File: src/rtl/det_ts_pkg.sv
package det_ts_pkg;

  localparam int TS_W     = 64;
  localparam int RSV_BIT  = 60;
  localparam int TIME_W   = 60;

  typedef struct packed {
    logic fall;
    logic rise;
    logic corr;
  } det_kind_t;

  // Build a queue word: three type bits, a zero reserved bit, then time[59:0].
  function automatic logic [TS_W-1:0] build_entry(input logic [TS_W-1:0] t,
                                                   input det_kind_t      k);
    logic [TS_W-1:0] w;
    w = '0;
    w[TIME_W-1:0] = t[TIME_W-1:0];
    w[RSV_BIT]    = 1'b0;
    w[RSV_BIT+1]  = k.corr;
    w[RSV_BIT+2]  = k.rise;
    w[RSV_BIT+3]  = k.fall;
    return w;
  endfunction

  function automatic logic any_event(input det_kind_t k);
    return k.corr | k.rise | k.fall;
  endfunction

endpackage

File: src/rtl/ts_capture.sv
module ts_capture
  import det_ts_pkg::*;
(
  input  logic [TS_W-1:0] time_now,
  input  logic            det_corr,
  input  logic            det_rise,
  input  logic            det_fall,
  output logic            push_req,
  output logic [TS_W-1:0] push_word
);
  det_kind_t kind;

  assign kind      = '{fall: det_fall, rise: det_rise, corr: det_corr};
  assign push_req  = any_event(kind);
  assign push_word = build_entry(time_now, kind);
endmodule

File: src/rtl/ts_fifo.sv
module ts_fifo #(
  parameter int W     = 64,
  parameter int DEPTH = 16,
  localparam int PTR_W = (DEPTH > 1) ? $clog2(DEPTH) : 1,
  localparam int CNT_W = $clog2(DEPTH + 1)
) (
  input  logic             clk,
  input  logic             rst,
  input  logic             push,
  input  logic [W-1:0]     push_data,
  input  logic             pop,
  output logic [W-1:0]     head,
  output logic             full,
  output logic             empty,
  output logic [CNT_W-1:0] count
);
  logic [W-1:0]     mem [DEPTH];
  logic [PTR_W-1:0] wr_ptr, rd_ptr;
  logic             push_ok, pop_ok;

  function automatic logic [PTR_W-1:0] next_ptr(input logic [PTR_W-1:0] p);
    return (p == PTR_W'(DEPTH - 1)) ? '0 : p + PTR_W'(1);
  endfunction

  assign full    = (count == CNT_W'(DEPTH));
  assign empty   = (count == '0);
  assign push_ok = push && !full;
  assign pop_ok  = pop && !empty;
  assign head    = mem[rd_ptr];

  always_ff @(posedge clk) begin
    if (push_ok) mem[wr_ptr] <= push_data;
  end

  always_ff @(posedge clk) begin
    if (rst) begin
      wr_ptr <= '0;
      rd_ptr <= '0;
      count  <= '0;
    end else begin
      if (push_ok) wr_ptr <= next_ptr(wr_ptr);
      if (pop_ok)  rd_ptr <= next_ptr(rd_ptr);
      unique case ({push_ok, pop_ok})
        2'b10:   count <= count + CNT_W'(1);
        2'b01:   count <= count - CNT_W'(1);
        default: count <= count;
      endcase
    end
  end
endmodule

File: src/rtl/ts_drain.sv
module ts_drain #(
  parameter int W = 64
) (
  input  logic         clk,
  input  logic         rst,
  input  logic         frame_start,
  input  logic         q_empty,
  input  logic [W-1:0] q_head,
  output logic         pop_req,
  output logic [W-1:0] ts_out,
  output logic         ts_valid
);
  assign pop_req = frame_start && !q_empty;

  always_ff @(posedge clk) begin
    if (rst) begin
      ts_out   <= '0;
      ts_valid <= 1'b0;
    end else if (frame_start) begin
      ts_valid <= !q_empty;
      if (!q_empty) ts_out <= q_head;
    end
  end
endmodule

File: src/rtl/det_ts_queue.sv
module det_ts_queue
  import det_ts_pkg::*;
#(
  parameter int DEPTH = 16,
  parameter int DBG_W = 8,
  localparam int CNT_W = $clog2(DEPTH + 1)
) (
  input  logic             clk,
  input  logic             rst,
  input  logic [TS_W-1:0]  time_now,
  input  logic             det_corr,
  input  logic             det_rise,
  input  logic             det_fall,
  input  logic             frame_start,
  output logic [TS_W-1:0]  ts_out,
  output logic             ts_valid,
  output logic [DBG_W-1:0] full_dbg,
  output logic             ovf
);
  logic             push_req;
  logic [TS_W-1:0]  push_word;
  logic             pop_req;
  logic [TS_W-1:0]  q_head;
  logic             q_full, q_empty;
  logic [CNT_W-1:0] q_count;
  logic             drop_evt;

  ts_capture u_cap (
    .time_now (time_now),
    .det_corr (det_corr),
    .det_rise (det_rise),
    .det_fall (det_fall),
    .push_req (push_req),
    .push_word(push_word)
  );

  ts_fifo #(.W(TS_W), .DEPTH(DEPTH)) u_fifo (
    .clk      (clk),
    .rst      (rst),
    .push     (push_req),
    .push_data(push_word),
    .pop      (pop_req),
    .head     (q_head),
    .full     (q_full),
    .empty    (q_empty),
    .count    (q_count)
  );

  ts_drain #(.W(TS_W)) u_drain (
    .clk        (clk),
    .rst        (rst),
    .frame_start(frame_start),
    .q_empty    (q_empty),
    .q_head     (q_head),
    .pop_req    (pop_req),
    .ts_out     (ts_out),
    .ts_valid   (ts_valid)
  );

  assign drop_evt = push_req && q_full;
  assign full_dbg = {DBG_W{q_full}};

  always_ff @(posedge clk) begin
    if (rst)           ovf <= 1'b0;
    else if (drop_evt) ovf <= 1'b1;
  end
endmodule

File: config.mk
export PLATFORM = sky130hd
export DESIGN_NAME = det_ts_queue
export DESIGN_NICKNAME = d
export VERILOG_FILES = /design/src/rtl/det_ts_pkg.sv /design/src/rtl/ts_capture.sv /design/src/rtl/ts_fifo.sv /design/src/rtl/ts_drain.sv /design/src/rtl/det_ts_queue.sv
export SDC_FILE = /design/constraint.sdc
export NUM_CORES = 1
export LEC_CHECK = 0
export ABC_AREA = 1
export BUFFER_PORTS_ARGS = -buffer_cell sky130_fd_sc_hd__buf_2
export CORE_MARGIN = 2
export CORE_UTILIZATION = 35
export DETAILED_ROUTE_END_ITERATION = 16
export PLACE_DENSITY = 0.55
export SLEW_MARGIN = 20
export SYNTH_ARGS = -nofsm -noshare
export SYNTH_HDL_FRONTEND = slang
export SYNTH_SLANG_ARGS = --single-unit
export TNS_END_PERCENT = 50
File: constraint.sdc
create_clock -name clk -period 15 [get_ports clk]
set_input_delay 0 -clock clk [delete_from_list [all_inputs] [get_ports clk]]
set_output_delay 0 -clock clk [all_outputs]
set_load 0.05 [all_outputs]
Yosys cells after proc, flatten, opt, wreduce, memory -nomap -nowiden
Memory sizes are Yosys's and may differ from the RTL's. A register that Yosys moved wholly into a read port is not among the register bits. Index checks and enable logic that the tools add are counted.

Flip-flop bits (word level): 79. Memory bits (writable): 1008. Input bits: 70. Output and inout port bits: 74. Word-level logic and storage cells: 33. Memories: 1.

Memories: u_fifo.mem (depth 16, width 63, rd ports 1, clocked after memory_dff 1, write ports 1, RTL line ts_fifo.sv:17) `logic [W-1:0] mem [DEPTH];`.

Add/sub/neg operators: 4. Equality and inequality tests: 5. Muxes and demuxes: 5. Bitwise logic cells: 3. Reductions and logical operators: 9.

Operators with widths (number): one-hot mux 5 bit (2 select lines) (1); adder 4 x 1 -> 4 bit (second input constant) (2); == test 4 bit (second input constant) (2); two-way mux 4 bit (2); adder 5 x 1 -> 5 bit (second input constant) (1); == test 5 bit (second input constant) (1); logical NOT 5 bit (1); subtractor 5 x 1 -> 5 bit (second input constant) (1); logical AND 1 bit (4); == test 2 x 1 -> 1 bit (second input constant) (1); == test 2 bit (second input constant) (1); logical NOT 1 bit (2); two-way mux 1 bit (2); OR 1 bit (2); AND reduction 2 bit (1); nonzero test 2 bit (1); inverter 1 bit (1).

Depth between registers and ports, before layout
Word-level depth: 6. Depth in mapped cells: 18. Mapped depth without buffers: 15.

Hierarchy
From an unflattened synthesis, not the netlist that was laid out.

Cell total of the unflattened synthesis: 3867. Area, all modules: 46037.9 um^2.

Modules (own cells, without submodules): ts_fifo (instances 1, cells an instance 3368, area each 42693.4 um^2, seq. area each 31089.8 um^2); ts_drain (instances 1, cells an instance 419, area each 2752.6 um^2, seq. area each 1301.2 um^2); ts_capture (instances 1, cells an instance 68, area each 495.5 um^2, seq. area each 0.0 um^2); det_ts_queue (instances 1, cells an instance 12, area each 96.3 um^2, seq. area each 20.0 um^2).

Worst setup path before layout
No wires, ideal clock.

Path type: reg2reg. From: register u_fifo.count[0]. To: memory u_fifo.mem[7][0] in the netlist's numbering (enable). Library setup time: 0.562 ns. Arrival: 4.933 ns. Required time: 14.438 ns. Slack: 9.505 ns. Cell stages (with the launch flop): 5. Buffers on the path: 0. Period minus slack after synthesis: 5.495 ns. Cells stage by stage: dfxtp_1 nor2_1 nand4_1 nand2_1 nor3_1.

Cells in the longest elaborated chain, start to end: 5.

RTL lines: start: declaration (RTL line ts_fifo.sv:15) `output logic [CNT_W-1:0] count`; start signal: assignment (RTL line ts_fifo.sv:44) `2'b10: count <= count + CNT_W'(1);`; start signal: assignment (RTL line ts_fifo.sv:45) `2'b01: count <= count - CNT_W'(1);`; start signal: assignment (RTL line ts_fifo.sv:46) `default: count <= count;`; == test 5 bit (RTL line ts_fifo.sv:25) `assign full = (count == CNT_W'(DEPTH));`; logical NOT 1 bit (RTL line ts_fifo.sv:27) `assign push_ok = push && !full;`; logical AND 1 bit (RTL line ts_fifo.sv:27); two-way mux 1 bit (RTL line ts_fifo.sv:32) `if (push_ok) mem[wr_ptr] <= push_data;`; two-way mux 1 bit (not written as such) (RTL line ts_fifo.sv:32); end: declaration (RTL line ts_fifo.sv:17).

No other way between the ends.

==> results.toml <==
[clock_tree]
clockRootBuffer = "clkbuf_16"
cts.clk_slew.worst_paths_ns = 0.06
postCtsSetupBuffers = 0
cts_tree = "built"
cts_resized = 0
clock_sinks = 1086
clk_latency_ns = 0.73
cts_htree_levels = 3
cts_made_buffers = 113
cts_buffer_depth = 3

[global_route]
grt_pass1_wl_um = 169000
track_usage = 0.180
grt_max_degree = 227
grt_use_met3 = 0.0283
grt_busiest_layer = "met2"
use_met2 = 0.302
grt_remaining_overflow = 0
grt_pass1_vias = 25700
antenna_found_initial = 7
use_met1 = 0.244

[route]
vias_per_cell = 5.05
drc_errors = 0
firstDrtPassIters = 8
drt_iter0_drc = 2375
routed_wl_um = 115000
wl_per_cell_um = 21.5
vias = 26900
drtAntennaViolNets = 0

[min_path]
min_path_cells = 3
worstHoldStart = "rst"
whs_endpoint = "u_fifo.rd_ptr[0]"
min_path_type = "in -> reg"

[logic_synthesis]
synth-seq-cells = 1086
ys_seq_area_frac = 0.749
syn_inst = 3473
yosysTopAreaCell = "edfxtp_1"
syn-num-nets = 3551
synth.area.top_cells = "edfxtp_1, nor2_1, nand3_1"
yosysWarnings = 0
netlist.area_leader.share = 0.712
syn_area_per_cell_um2 = 12.2
syn_area_um2 = 42500
synthDistinctLibCells = 21

[setup_path]
worstRegToRegCells = 8
crit_required_ns = 15.64
crit_fanout = 86
crit_buf_inv = 2
cpPeakStageDelay_ns = 1.05
slowest_stage = "dfxtp_4"
start_kind = "flop"
reg2reg_slack_ns = 11.36
end_kind = "flop"
setup.worst_path.class = "reg -> reg"
r2r_start = "u_fifo.rd_ptr[0]"
crit_chain = "buf_4, buf_4, nor2_1, nor2_1, o21ai_0, nand3_1, nand3_1, a21oi_1"
cp_top_family = "buffers and inverters"
r2r_end = "u_drain.ts_out[2]"
arrival_ns = 4.28

[die]
die_w_um = 352
start_util = 0.354
row_count = 127
io-pin-count = 144
fp.dieH_um = 352
die-area_um2 = 124000
fp.coreArea_um2 = 120000

[timing]
drv_slew = 0
setup_viol = 0
rsz0062_at_grt = "no"
final_hold_viol_count = 0
fin_skew_ns = 0.0642
worst_pin_slew_ns = 1.20
fin_crit_sh = 0.242
relSlewSlack = 0.200
tns_ns = 0
max_freq_ghz = 0.275
whs_ns = 0.176
period_needed_ns = 3.64

[placement]
post-dp-hpwl_um = 54200
numPortBuffers = 138
gp_congestion = 0.699

[status]
status = "finished, final reports clean"

[pwr]
p_per_area_nw_per_um2 = 172
irDropWorstVdd_v = 0.000107
p_leak_uw = 0.0168

[layout]
n_fill_cell = 11300
nets = 3685
final_cell_mix = "edfxtp_1, nor2_1, nand3_1"
drive_gt1_frac = 0.103
area_growth_pct = 15.5
layout_commonest_cell = "edfxtp_1"

[job]
drv_cap = 0
## cells by family (layout without fill, tap and decap cells)
family,after synthesis,after routing,synth area share
buffers and inverters,259,493,0.0303
AND/OR/NAND/NOR,1461,1461,0.141
flip-flops,1086,1086,0.749
AO/OA/AOI/OAI,653,653,0.0769
adder cells (fa/ha/maj),8,8,0.00235
other,1,8,0.0000882
XOR/XNOR,5,5,0.00103
## cell usage after synthesis, drive strengths merged
| cell type | instances |
|---|---|
| xnor2 | 1 |
| nand3 | 385 |
| dfxtp | 78 |
| inv | 28 |
| nor2 | 721 |
| nand2 | 351 |
| conb | 1 |
| buf | 147 |
| nand4 | 2 |
| ha | 8 |
| nor3 | 2 |
| xor2 | 4 |
| a21oi | 137 |
| o21ai | 516 |
| edfxtp | 1008 |
| clkbuf | 84 |
## metal layers
layer / vias to the layer above / part of all wire
met2: 702 / 0.49
met3: 158 / 0.048
met1: 13300 / 0.45
li1: 12700 / -
met4: 2 / 0.019
met5: - / 0.00011
## where the power goes
group | switching [uW] | internal, uW | total [uW]
registers | 138 | 3510 | 3650
clock network | 1190 | 1670 | 2860
logic | 1420 | 515 | 1930
## worst max-delay path by stage
stage,from,to,slack [ns],depth (start not counted)
finish,u_fifo.rd_ptr[0],u_drain.ts_out[2],11.36,8
global placement,u_fifo.rd_ptr[0],u_drain.ts_out[29],11.11,8
CTS,u_fifo.rd_ptr[0],u_drain.ts_out[22],11.07,8
floorplan,u_fifo.count[0],u_fifo.mem[7][0],9.51,4
global route,u_fifo.rd_ptr[0],u_drain.ts_out[61],11.01,8
detailed placement,u_fifo.rd_ptr[0],u_drain.ts_out[34],11.11,8
## flip-flops by register name, summed over array words and instances, names as in the netlist
signal            cells
u_fifo.wr_ptr         4
u_fifo.count          5
u_drain.ts_out       63
u_drain.ts_valid      1
u_fifo.mem         1008
ovf                   1
u_fifo.rd_ptr         4
## area by class of cell
| class | count | area, um^2 | share of cell area |
|---|---|---|---|
| clock buffer | 155 | 3120 | 0.0634 |
| inverter | 28 | 130 | 0.00265 |
| antenna | 7 | 17.5 | 0.000357 |
| multi-input combinational | 2128 | 9510 | 0.194 |
| timing repair buffer | 250 | 1770 | 0.0360 |
| tap | 1612 | 2020 | 0.0411 |
| sequential | 1086 | 31800 | 0.648 |
| clock inverter | 60 | 713 | 0.0145 |
## tightest hold or removal path, cell delays in order
cell and delay (ns):
dlygate4sd3_1 0.52, buf_2 0.27, a21oi_1 0.06
## per-stage QoR
step                setup slack [ns]  total power, uW  cell area (um^2)  utilization  instances
floorplan                       9.51             5090             42500            -       3473
global placement               11.11             5630             44500        0.371       5036
detailed placement             11.11             5640             44600        0.371       5037
CTS                            11.07             8520             49100        0.408       5318
global route                   11.01             8850             49100        0.409       5324
finish                         11.36             8440             49100        0.409       5326
## timing repair
action / 4_1_cts / 5_1_grt
hold buffers: 66 / 0
hold endpoints to repair: 1016 / 0
setup endpoints to repair: 0 / 0
Note: power is estimated with default switching activity, not from simulation.
